===== src/rtl/lsq_bf_pkg.sv =====
package lsq_bf_pkg;
    typedef enum logic {
        KIND_LOAD  = 1'b0,
        KIND_STORE = 1'b1
    } mem_kind_e;
endpackage


===== src/rtl/lsq_bf_filter.sv =====
module lsq_bf_filter #(
    parameter int HASH_W = 4,
    parameter int CNT_W  = 4
) (
    input  logic              clk,
    input  logic              rst_n,
    input  logic [HASH_W-1:0] look_idx,
    output logic              look_hit,
    input  logic              inc_en,
    input  logic [HASH_W-1:0] inc_idx,
    input  logic              dec0_en,
    input  logic [HASH_W-1:0] dec0_idx,
    input  logic              dec1_en,
    input  logic [HASH_W-1:0] dec1_idx
);
    localparam int SLOTS = 1 << HASH_W;

    typedef logic [CNT_W-1:0] cnt_t;

    cnt_t cnt_d [SLOTS];
    cnt_t cnt_q [SLOTS];

    always_comb begin
        for (int s = 0; s < SLOTS; s++) begin
            cnt_d[s] = cnt_q[s];
            if (inc_en && inc_idx == HASH_W'(s))
                cnt_d[s] = cnt_d[s] + cnt_t'(1);
            if (dec0_en && dec0_idx == HASH_W'(s))
                cnt_d[s] = cnt_d[s] - cnt_t'(1);
            if (dec1_en && dec1_idx == HASH_W'(s))
                cnt_d[s] = cnt_d[s] - cnt_t'(1);
        end
    end

    always_ff @(posedge clk) begin
        if (!rst_n) begin
            for (int s = 0; s < SLOTS; s++) cnt_q[s] <= '0;
        end else begin
            for (int s = 0; s < SLOTS; s++) cnt_q[s] <= cnt_d[s];
        end
    end

    assign look_hit = (cnt_q[look_idx] != '0);
endmodule


===== src/rtl/lsq_bf_bank_search.sv =====
module lsq_bf_bank_search #(
    parameter int ROWS   = 8,
    parameter int IDX_W  = 5,
    parameter int ADDR_W = 16
) (
    input  logic                        search_en,
    input  logic                        want_store,
    input  logic                        want_older,
    input  logic [ADDR_W-1:0]           key_addr,
    input  logic [IDX_W-1:0]            key_rel,
    input  logic [ROWS-1:0]             row_live,
    input  logic [ROWS-1:0]             row_store,
    input  logic [ROWS-1:0][ADDR_W-1:0] row_addr,
    input  logic [ROWS-1:0][IDX_W-1:0]  row_rel,
    output logic                        hit,
    output logic [IDX_W-1:0]            best_rel
);
    always_comb begin
        hit      = 1'b0;
        best_rel = '0;
        for (int r = 0; r < ROWS; r++) begin
            if (search_en && row_live[r] && (row_store[r] == want_store) &&
                (row_addr[r] == key_addr) &&
                (want_older ? (row_rel[r] < key_rel) : (row_rel[r] > key_rel))) begin
                if (!hit || (want_older ? (row_rel[r] > best_rel)
                                        : (row_rel[r] < best_rel))) begin
                    hit      = 1'b1;
                    best_rel = row_rel[r];
                end
            end
        end
    end
endmodule


===== src/rtl/lsq_banked_filter.sv =====
module lsq_banked_filter
    import lsq_bf_pkg::*;
#(
    parameter int NUM_BANKS = 4,
    parameter int BANK_ROWS = 8,
    parameter int ADDR_W    = 16,
    parameter int HASH_W    = 4
) (
    input  logic                         clk,
    input  logic                         rst_n,
    input  logic                         alloc_valid,
    input  logic                         alloc_store,
    output logic [$clog2(NUM_BANKS*BANK_ROWS)-1:0] alloc_tag,
    output logic                         full,
    output logic                         empty,
    input  logic                         exec_valid,
    input  logic [$clog2(NUM_BANKS*BANK_ROWS)-1:0] exec_tag,
    input  logic [ADDR_W-1:0]            exec_addr,
    input  logic                         retire_valid,
    input  logic                         squash_valid,
    output logic                         res_valid,
    output logic [NUM_BANKS-1:0]         res_bank_en,
    output logic                         fwd_hit,
    output logic [$clog2(NUM_BANKS*BANK_ROWS)-1:0] fwd_tag,
    output logic                         viol_hit,
    output logic [$clog2(NUM_BANKS*BANK_ROWS)-1:0] viol_tag
);
    localparam int TOTAL  = NUM_BANKS * BANK_ROWS;
    localparam int IDX_W  = $clog2(TOTAL);
    localparam int BANK_W = $clog2(NUM_BANKS);
    localparam int CNT_W  = $clog2(BANK_ROWS) + 1;
    localparam int NCHUNK = (ADDR_W + HASH_W - 1) / HASH_W;

    typedef logic [IDX_W-1:0] tag_t;

    typedef struct packed {
        logic              valid;
        logic              done;
        mem_kind_e         kind;
        logic [ADDR_W-1:0] addr;
    } entry_t;

    typedef struct packed {
        entry_t [TOTAL-1:0]   ent;
        tag_t                 head;
        tag_t                 tail;
        logic [IDX_W:0]       count;
        logic                 res_valid;
        logic [NUM_BANKS-1:0] res_en;
        logic                 fwd_hit;
        tag_t                 fwd_tag;
        logic                 viol_hit;
        tag_t                 viol_tag;
    } state_t;

    function automatic logic [HASH_W-1:0] fold_hash(input logic [ADDR_W-1:0] a);
        logic [NCHUNK*HASH_W-1:0] ext;
        logic [HASH_W-1:0]        h;
        ext = (NCHUNK*HASH_W)'(a);
        h   = '0;
        for (int c = 0; c < NCHUNK; c++) h = h ^ ext[c*HASH_W +: HASH_W];
        return h;
    endfunction

    state_t st_d, st_q;

    logic [HASH_W-1:0]    exec_hash;
    mem_kind_e            exec_kind;
    tag_t                 exec_rel;
    entry_t               head_ent;
    entry_t               last_ent;
    tag_t                 last_tag;
    logic                 do_retire;
    logic                 do_squash;
    logic                 do_alloc;
    logic [NUM_BANKS-1:0] filt_hit;
    logic [NUM_BANKS-1:0] bank_en;
    logic [NUM_BANKS-1:0] bank_hit;
    tag_t                 bank_rel [NUM_BANKS];
    logic                 m_hit;
    tag_t                 m_rel;

    assign exec_hash = fold_hash(exec_addr);
    assign exec_kind = st_q.ent[exec_tag].kind;
    assign exec_rel  = exec_tag - st_q.head;
    assign head_ent  = st_q.ent[st_q.head];
    assign last_tag  = st_q.tail - tag_t'(1);
    assign last_ent  = st_q.ent[last_tag];
    assign do_retire = retire_valid && (st_q.count != '0);
    assign do_squash = squash_valid && (st_q.count != '0);
    assign do_alloc  = alloc_valid && !do_squash && (st_q.count != (IDX_W+1)'(TOTAL));
    assign bank_en   = exec_valid ? filt_hit : '0;

    for (genvar b = 0; b < NUM_BANKS; b++) begin : g_bank
        logic [BANK_ROWS-1:0]             live;
        logic [BANK_ROWS-1:0]             is_st;
        logic [BANK_ROWS-1:0][ADDR_W-1:0] raddr;
        logic [BANK_ROWS-1:0][IDX_W-1:0]  rrel;

        always_comb begin
            for (int r = 0; r < BANK_ROWS; r++) begin
                live[r]  = st_q.ent[r*NUM_BANKS + b].valid && st_q.ent[r*NUM_BANKS + b].done;
                is_st[r] = (st_q.ent[r*NUM_BANKS + b].kind == KIND_STORE);
                raddr[r] = st_q.ent[r*NUM_BANKS + b].addr;
                rrel[r]  = tag_t'(r*NUM_BANKS + b) - st_q.head;
            end
        end

        lsq_bf_filter #(
            .HASH_W(HASH_W),
            .CNT_W (CNT_W)
        ) u_filter (
            .clk     (clk),
            .rst_n   (rst_n),
            .look_idx(exec_hash),
            .look_hit(filt_hit[b]),
            .inc_en  (exec_valid && (exec_tag[BANK_W-1:0] == BANK_W'(b))),
            .inc_idx (exec_hash),
            .dec0_en (do_retire && head_ent.done && (st_q.head[BANK_W-1:0] == BANK_W'(b))),
            .dec0_idx(fold_hash(head_ent.addr)),
            .dec1_en (do_squash && last_ent.done && (last_tag[BANK_W-1:0] == BANK_W'(b))),
            .dec1_idx(fold_hash(last_ent.addr))
        );

        lsq_bf_bank_search #(
            .ROWS  (BANK_ROWS),
            .IDX_W (IDX_W),
            .ADDR_W(ADDR_W)
        ) u_search (
            .search_en (bank_en[b]),
            .want_store(exec_kind == KIND_LOAD),
            .want_older(exec_kind == KIND_LOAD),
            .key_addr  (exec_addr),
            .key_rel   (exec_rel),
            .row_live  (live),
            .row_store (is_st),
            .row_addr  (raddr),
            .row_rel   (rrel),
            .hit       (bank_hit[b]),
            .best_rel  (bank_rel[b])
        );
    end

    always_comb begin
        m_hit = 1'b0;
        m_rel = '0;
        for (int b = 0; b < NUM_BANKS; b++) begin
            if (bank_hit[b] && (!m_hit ||
                ((exec_kind == KIND_LOAD) ? (bank_rel[b] > m_rel) : (bank_rel[b] < m_rel)))) begin
                m_hit = 1'b1;
                m_rel = bank_rel[b];
            end
        end
    end

    always_comb begin
        st_d = st_q;

        st_d.res_valid = exec_valid;
        st_d.res_en    = bank_en;
        st_d.fwd_hit   = exec_valid && (exec_kind == KIND_LOAD) && m_hit;
        st_d.fwd_tag   = st_d.fwd_hit ? (m_rel + st_q.head) : '0;
        st_d.viol_hit  = exec_valid && (exec_kind == KIND_STORE) && m_hit;
        st_d.viol_tag  = st_d.viol_hit ? (m_rel + st_q.head) : '0;

        if (exec_valid) begin
            st_d.ent[exec_tag].done = 1'b1;
            st_d.ent[exec_tag].addr = exec_addr;
        end
        if (do_retire) begin
            st_d.ent[st_q.head].valid = 1'b0;
            st_d.head = st_q.head + tag_t'(1);
        end
        if (do_squash) begin
            st_d.ent[last_tag].valid = 1'b0;
            st_d.tail = last_tag;
        end
        if (do_alloc) begin
            st_d.ent[st_q.tail].valid = 1'b1;
            st_d.ent[st_q.tail].done  = 1'b0;
            st_d.ent[st_q.tail].kind  = alloc_store ? KIND_STORE : KIND_LOAD;
            st_d.ent[st_q.tail].addr  = '0;
            st_d.tail = st_q.tail + tag_t'(1);
        end
        st_d.count = st_q.count + (IDX_W+1)'(do_alloc)
                   - (IDX_W+1)'(do_retire) - (IDX_W+1)'(do_squash);
    end

    always_ff @(posedge clk) begin
        if (!rst_n) st_q <= '0;
        else        st_q <= st_d;
    end

    assign alloc_tag   = st_q.tail;
    assign full        = (st_q.count == (IDX_W+1)'(TOTAL));
    assign empty       = (st_q.count == '0);
    assign res_valid   = st_q.res_valid;
    assign res_bank_en = st_q.res_en;
    assign fwd_hit     = st_q.fwd_hit;
    assign fwd_tag     = st_q.fwd_tag;
    assign viol_hit    = st_q.viol_hit;
    assign viol_tag    = st_q.viol_tag;
endmodule


===== config.mk =====
export PLATFORM = sky130hd
export DESIGN_NAME = lsq_banked_filter
export DESIGN_NICKNAME = d
export VERILOG_FILES = /design/src/rtl/lsq_bf_pkg.sv /design/src/rtl/lsq_bf_filter.sv /design/src/rtl/lsq_bf_bank_search.sv /design/src/rtl/lsq_banked_filter.sv
export SDC_FILE = /design/constraint.sdc
export NUM_CORES = 2
export LEC_CHECK = 0
export BUFFER_PORTS_ARGS = -buffer_cell sky130_fd_sc_hd__buf_2
export CORE_ASPECT_RATIO = 1.25
export CORE_MARGIN = 1
export CORE_UTILIZATION = 30
export CTS_BUF_LIST = sky130_fd_sc_hd__clkbuf_8
export CTS_CLUSTER_DIAMETER = 200
export DETAILED_ROUTE_END_ITERATION = 8
export GPL_ROUTABILITY_DRIVEN = 0
export PLACE_DENSITY = 0.41
export SYNTH_ARGS = -nofsm -noshare
export SYNTH_HDL_FRONTEND = slang
export SYNTH_HIERARCHICAL = 1
export SYNTH_SLANG_ARGS = --single-unit

===== constraint.sdc =====
create_clock -name clk -period 22.6 [get_ports clk]
set_input_delay 1.13 -clock clk [delete_from_list [all_inputs] [get_ports clk]]
set_output_delay 1.13 -clock clk [all_outputs]
set_load 0.02 [all_outputs]

Word level (Yosys, flattened, before mapping)
Memory sizes are Yosys's and may differ from the RTL's.
Cells that the tools add are included.
Storage, ports and cells
  memories: 4
  word-level logic and storage cells: 1647
  bits in writable memories: 256
  register bits after elaboration: 641
  input bits: 28
Memories
  g_bank[0].u_filter.cnt_q: depth 16, width 4, read ports 17, clocked after memory_dff 0, write ports 16, RTL line lsq_bf_filter.sv:21  | cnt_t cnt_q [SLOTS];
  g_bank[1].u_filter.cnt_q: depth 16, width 4, read ports 17, clocked after memory_dff 0, write ports 16, RTL line lsq_bf_filter.sv:21
  g_bank[2].u_filter.cnt_q: depth 16, width 4, read ports 17, clocked after memory_dff 0, write ports 16, RTL line lsq_bf_filter.sv:21
  g_bank[3].u_filter.cnt_q: depth 16, width 4, read ports 17, clocked after memory_dff 0, write ports 16, RTL line lsq_bf_filter.sv:21
Cells by class
  reductions and logical operators: 459
  eq/ne operators: 120
  bitwise logic cells: 74
  add/sub/neg operators: 232
  mux-type cells: 487
  $lt $le $gt $ge: 134
Operators by type and width (count)
  $bwmux W608: 8
  $mux W608: 3
  $mux W4: 257
  $demux W19 S5: 8
  $mux W613: 1
  $eq A16 B16 Y1: 32
  $sub A4 B1 Y4 const B: 128
  $logic_and A1 B1 Y1: 381
  $mux W5: 66
  $gt A5 B5 Y1: 63
  $lt A5 B5 Y1: 63
  $bmux W19 S5: 3
  $add A4 B1 Y4 const B: 64
  $mux W1: 130
  $eq A4 B4 Y1 const B: 24
  $sub A5 B5 Y5 const A: 16
  $mux W18: 4
  $or A1 B1 Y1: 64
  $mux W19: 3
  $eq A4 B3 Y1 const B: 12
  $sub A4 B5 Y5 const A: 8
  $xor A4 B4 Y4: 9
  $mux W17: 2
  $eq A1 B1 Y1: 32
  other kinds (28): 125

Logic depth before layout (Yosys ltp)
An unclocked memory read counts as a cell.
  depth after elaboration: 64
  depth in mapped cells: 120
  gate-level depth less buffers: 114

Modules after synthesis
Netlist, hierarchy kept.
Modules (own cells, without submodules)
  lsq_banked_filter: area an instance 33632.3 um^2, times used 1, cells each 3793
  lsq_bf_bank_search (g_bank[0].u_search ...): area an instance 4384.2 um^2, times used 3, cells each 558
  lsq_bf_filter (g_bank[3].u_filter): area an instance 7667.4 um^2, times used 1, cells each 923
  lsq_bf_filter (g_bank[2].u_filter): area an instance 7623.6 um^2, times used 1, cells each 931
  lsq_bf_filter (g_bank[0].u_filter): area an instance 7542.2 um^2, times used 1, cells each 913
  lsq_bf_filter (g_bank[1].u_filter): area an instance 7532.2 um^2, times used 1, cells each 926
  lsq_bf_bank_search (g_bank[3].u_search): area an instance 4294.1 um^2, times used 1, cells each 561

Worst setup path after synthesis
OpenSTA, ideal clock, no wires.
  path kind: reg2reg
  start point: register st_q[29] in the netlist's numbering
  end point: register st_q (netlist bit fwd_tag[4])
  data arrival time: 22611 ps
  setup slack: -133 ps
  stages on the path, launching flop included: 116
  library setup time: 123 ps
  path buffers: 9
  cell sequence: dfxtp_1 -> clkbuf_1 -> buf_2 -> buf_2 -> buf_1 -> inv_1 -> ha_1 -> xor2_1 -> inv_1 -> ha_1 -> nand4_1 -> nor2_1 -> a2111o_1 -> a2111oi_4 -> buf_6 -> nand2_1 -> ha_1 -> a21oi_1 -> [... 80 more ...] -> nand2_1 -> nand2_1 -> o21ai_1 -> ha_1 -> nor2b_1 -> o21ai_1 -> nand2b_1 -> a221oi_2 -> nor3_2 -> o31ai_4 -> mux2_2 -> ha_1 -> fa_1 -> a21o_1 -> a21oi_1 -> xnor2_1 -> nand3_2 -> nor3b_1
RTL lines
  start, declared: RTL line lsq_banked_filter.sv:65  | state_t st_d, st_q;
  start signal, assigned: RTL line lsq_banked_filter.sv:191  | else st_q <= st_d;

==> impl_metrics.env <==
export IMPL_status="complete, no violations"
export IMPL_drv_cap=0
export IMPL_path_max_fanout=27
export IMPL_rsz0062_at_grt="no"
export IMPL_crit_arrival_ns=22.12
export IMPL_post_route_min_period_ns=21.24
export IMPL_power_density_nw_per_um2=96.5
export IMPL_synthAdderAreaFrac=0.0850
export IMPL_nets=10100
export IMPL_die_area_sq_um=274000
export IMPL_antenna_found_initial=19
export IMPL_layout_commonest_cell="nand2_1"
export IMPL_synth_xor_area_frac=0.118
export IMPL_clkLatencyLatePin_ns=1.01
export IMPL_cp_common_cell="a21oi_1"
export IMPL_cts_buffers=184
export IMPL_cts_sinks=897
export IMPL_synth_top_family_by_area="simple AND/OR/NAND/NOR gates"
export IMPL_layout_drive_gt1_share=0.135
export IMPL_hpwl_mm=264
export IMPL_synth_area_leaders="dfxtp_1 22%, mux4_2 9.0%, ha_1 8.4%"
export IMPL_max_stage_delay_ns=0.45
export IMPL_grt_usage=0.260
export IMPL_async_flop_share=0
export IMPL_start_util=0.302
export IMPL_power_total_mw=8.61
export IMPL_viasPerCell=5.88
export IMPL_final_cell_mix="1411 x nand2_1, 892 x dfxtp_1, 671 x a21oi_1"
export IMPL_vias=77700
export IMPL_clock_skew_ns=0.117
export IMPL_die_h_um=585
export IMPL_finalSetupViolations=0
export IMPL_syn_num_nets=10300
export IMPL_worstMarginPinSlew_ns=1.26
export IMPL_cts_tree="done"
export IMPL_yosysUniqueCellTypes=124
export IMPL_firstDrtPassIters=6
export IMPL_syn_area_sq_um=81400
export IMPL_fmax_mhz=47.1
export IMPL_crit_type="input pin to flip-flop"
export IMPL_ys_seq_area_frac=0.220
export IMPL_ys_flop_type="dfxtp_1"
export IMPL_drc_errors=0
export IMPL_syn_inst=9721
export IMPL_port_buffers=51
export IMPL_routedWlPerCell_um=27.8
export IMPL_leakagePower_nw=31.8
export IMPL_ioPinCount=52
export IMPL_syn_to_final_growth_pct=9.64
export IMPL_hold_path_class="input pin to flip-flop"
export IMPL_cts_buffer_depth=4
export IMPL_detail_route_iter0_violations=6483
export IMPL_maxSlewHeadroom=0.156
export IMPL_overflow=0
export IMPL_fillers=28100
export IMPL_timing_final_hold_violations=0
export IMPL_synth_ff_latch_count=897
export IMPL_row_count=213
export IMPL_synth_top_area_frac=0.220
export IMPL_grt_max_degree=123
export IMPL_ir_drop_mv=0.906
export IMPL_multiInputGateArea_sq_um=59500
export IMPL_coreArea_sq_um=270000
export IMPL_drtAntennaViolNets=0
export IMPL_crit_path_end_kind="flip-flop"
export IMPL_whs_ns=0.478
export IMPL_synth_compound_area_frac=0.175
export IMPL_cts_root_buf="clkbuf_8"
export IMPL_grt_pass1_wl_mm=530
export IMPL_synth_mux_area_frac=0.120
export IMPL_seqCellArea_sq_um=18000
export IMPL_synth_avg_cell_area_sq_um=8.38
export IMPL_synth_simple_gate_area_frac=0.227
export IMPL_required_ns=23.47
export IMPL_routed_wl_mm=366
export IMPL_synth_edf_count=0
export IMPL_yosysTopAreaCell="dfxtp_1"
export IMPL_slowest_stage="and2_1"
export IMPL_worstSetupStartpointType="input pin"
export IMPL_grt_pass1_vias=74800
export IMPL_clk_pin_slew_worst_paths_ns=0.06
export IMPL_drv_slew=0
export IMPL_cts_hold_buf=0
export IMPL_cts_max_level=4
export IMPL_synth_warnings=6
export IMPL_die_width_um=468
export IMPL_post_route_period_util=0.940
[critical path: cells and delay by family]
family	cells	cell delay (ns)
XOR/XNOR	3	0.60
adder cells (fa/ha/maj)	11	3.05
multiplexers	9	2.32
AO/OA/AOI/OAI	53	10.47
buffers and inverters	8	1.50
AND/OR/NAND/NOR	20	2.85
[flip-flops by register name (all words and copies together), names as in the netlist]
signal                 count
g_bank.raddr             512
g_bank.u_filter/cnt_q    256
st_q                      75
g_bank.is_st              32
alloc_tag                  5
fwd_tag                    5
viol_tag                   5
res_bank_en                4
fwd_hit                    1
res_valid                  1
viol_hit                   1
[Yosys cell counts (135+ instances only)]
cell type and instances:
a21oi_1 671, and2_1 135, clkbuf_1 496, dfxtp_1 897
ha_1 547, inv_1 231, mux2i_1 159, mux4_2 324
nand2_1 1411, nand3_1 309, nand4_1 280, nor2_1 513
nor4_1 253, o21ai_0 260, xnor2_1 402, xor2_1 561
[final timing paths]
kind | from | to | slack, ns | cells after the start
setup / recovery | exec_addr[0] | viol_tag[4]$_SDFF_PN0_ | 1.36 | 104
hold / removal | exec_addr[0] | g_bank[2].raddr[0]$_SDFF_PN0_ | 0.48 | 3
setup reg to reg | st_q[29]$_SDFFE_PN0P_ | viol_tag[4]$_SDFF_PN0_ | 1.51 | 108
hold reg to reg | st_q[279]$_SDFF_PN0_ | st_q[279]$_SDFF_PN0_ | 0.49 | 2
[report_power, final]
part	internal, mW	switching (mW)
logic	1.44	3.51
registers	1.69	0.199
clock network	0.939	0.839
[layout make-up]
type | count | area share
flip-flops and latches | 897 | 0.201
clock inverters | 78 | 0.00460
repair buffers | 369 | 0.0318
diodes | 7 | 0.000196
clock buffers | 230 | 0.0355
multi-input cells | 7827 | 0.666
inverters | 248 | 0.0107
well taps | 3547 | 0.0497
[routing by layer]
layer / wire length (um) / vias to the layer above / track usage
met2: 177000 / 2752 / 0.445
met1: 145000 / 38600 / 0.308
met5: 76 / - / 0
met3: 21200 / 755 / 0.0391
li1: - / 35500 / -
met4: 23600 / 10 / 0.148
[metrics by stage]
step	TNS, ns	std cells	instance area [sq um]	setup WS, ns	util
floorplan	0	9721	81500	0.206	-
global placement	-0.158	12900	85500	-0.0834	0.317
detailed placement	-0.249	12900	85500	-0.140	0.317
CTS	0	13200	89100	0.879	0.330
global route	0	13200	89300	0.0175	0.331
finish	0	13200	89300	1.36	0.331
[cells by family (layout without fill, tap and decap cells)]
group / Yosys count / after routing
AOI/OAI and AO/OA: 2032 / 2032
xor gates and xnor gates: 1015 / 1015
adders and majority gates: 551 / 551
buffers and inverters: 997 / 925
DFF: 897 / 897
muxes: 560 / 560
other: 0 / 7
and+or+nand+nor: 3669 / 3669
[what timing repair did]
action | CTS | global route
endpoints found under the setup margin | 0 | 8
gates resized for setup | 0 | 23
hold endpoints to repair | 0 | 0
setup buffers | 0 | 11
No activity file was read; power rests on OpenSTA's default activity.
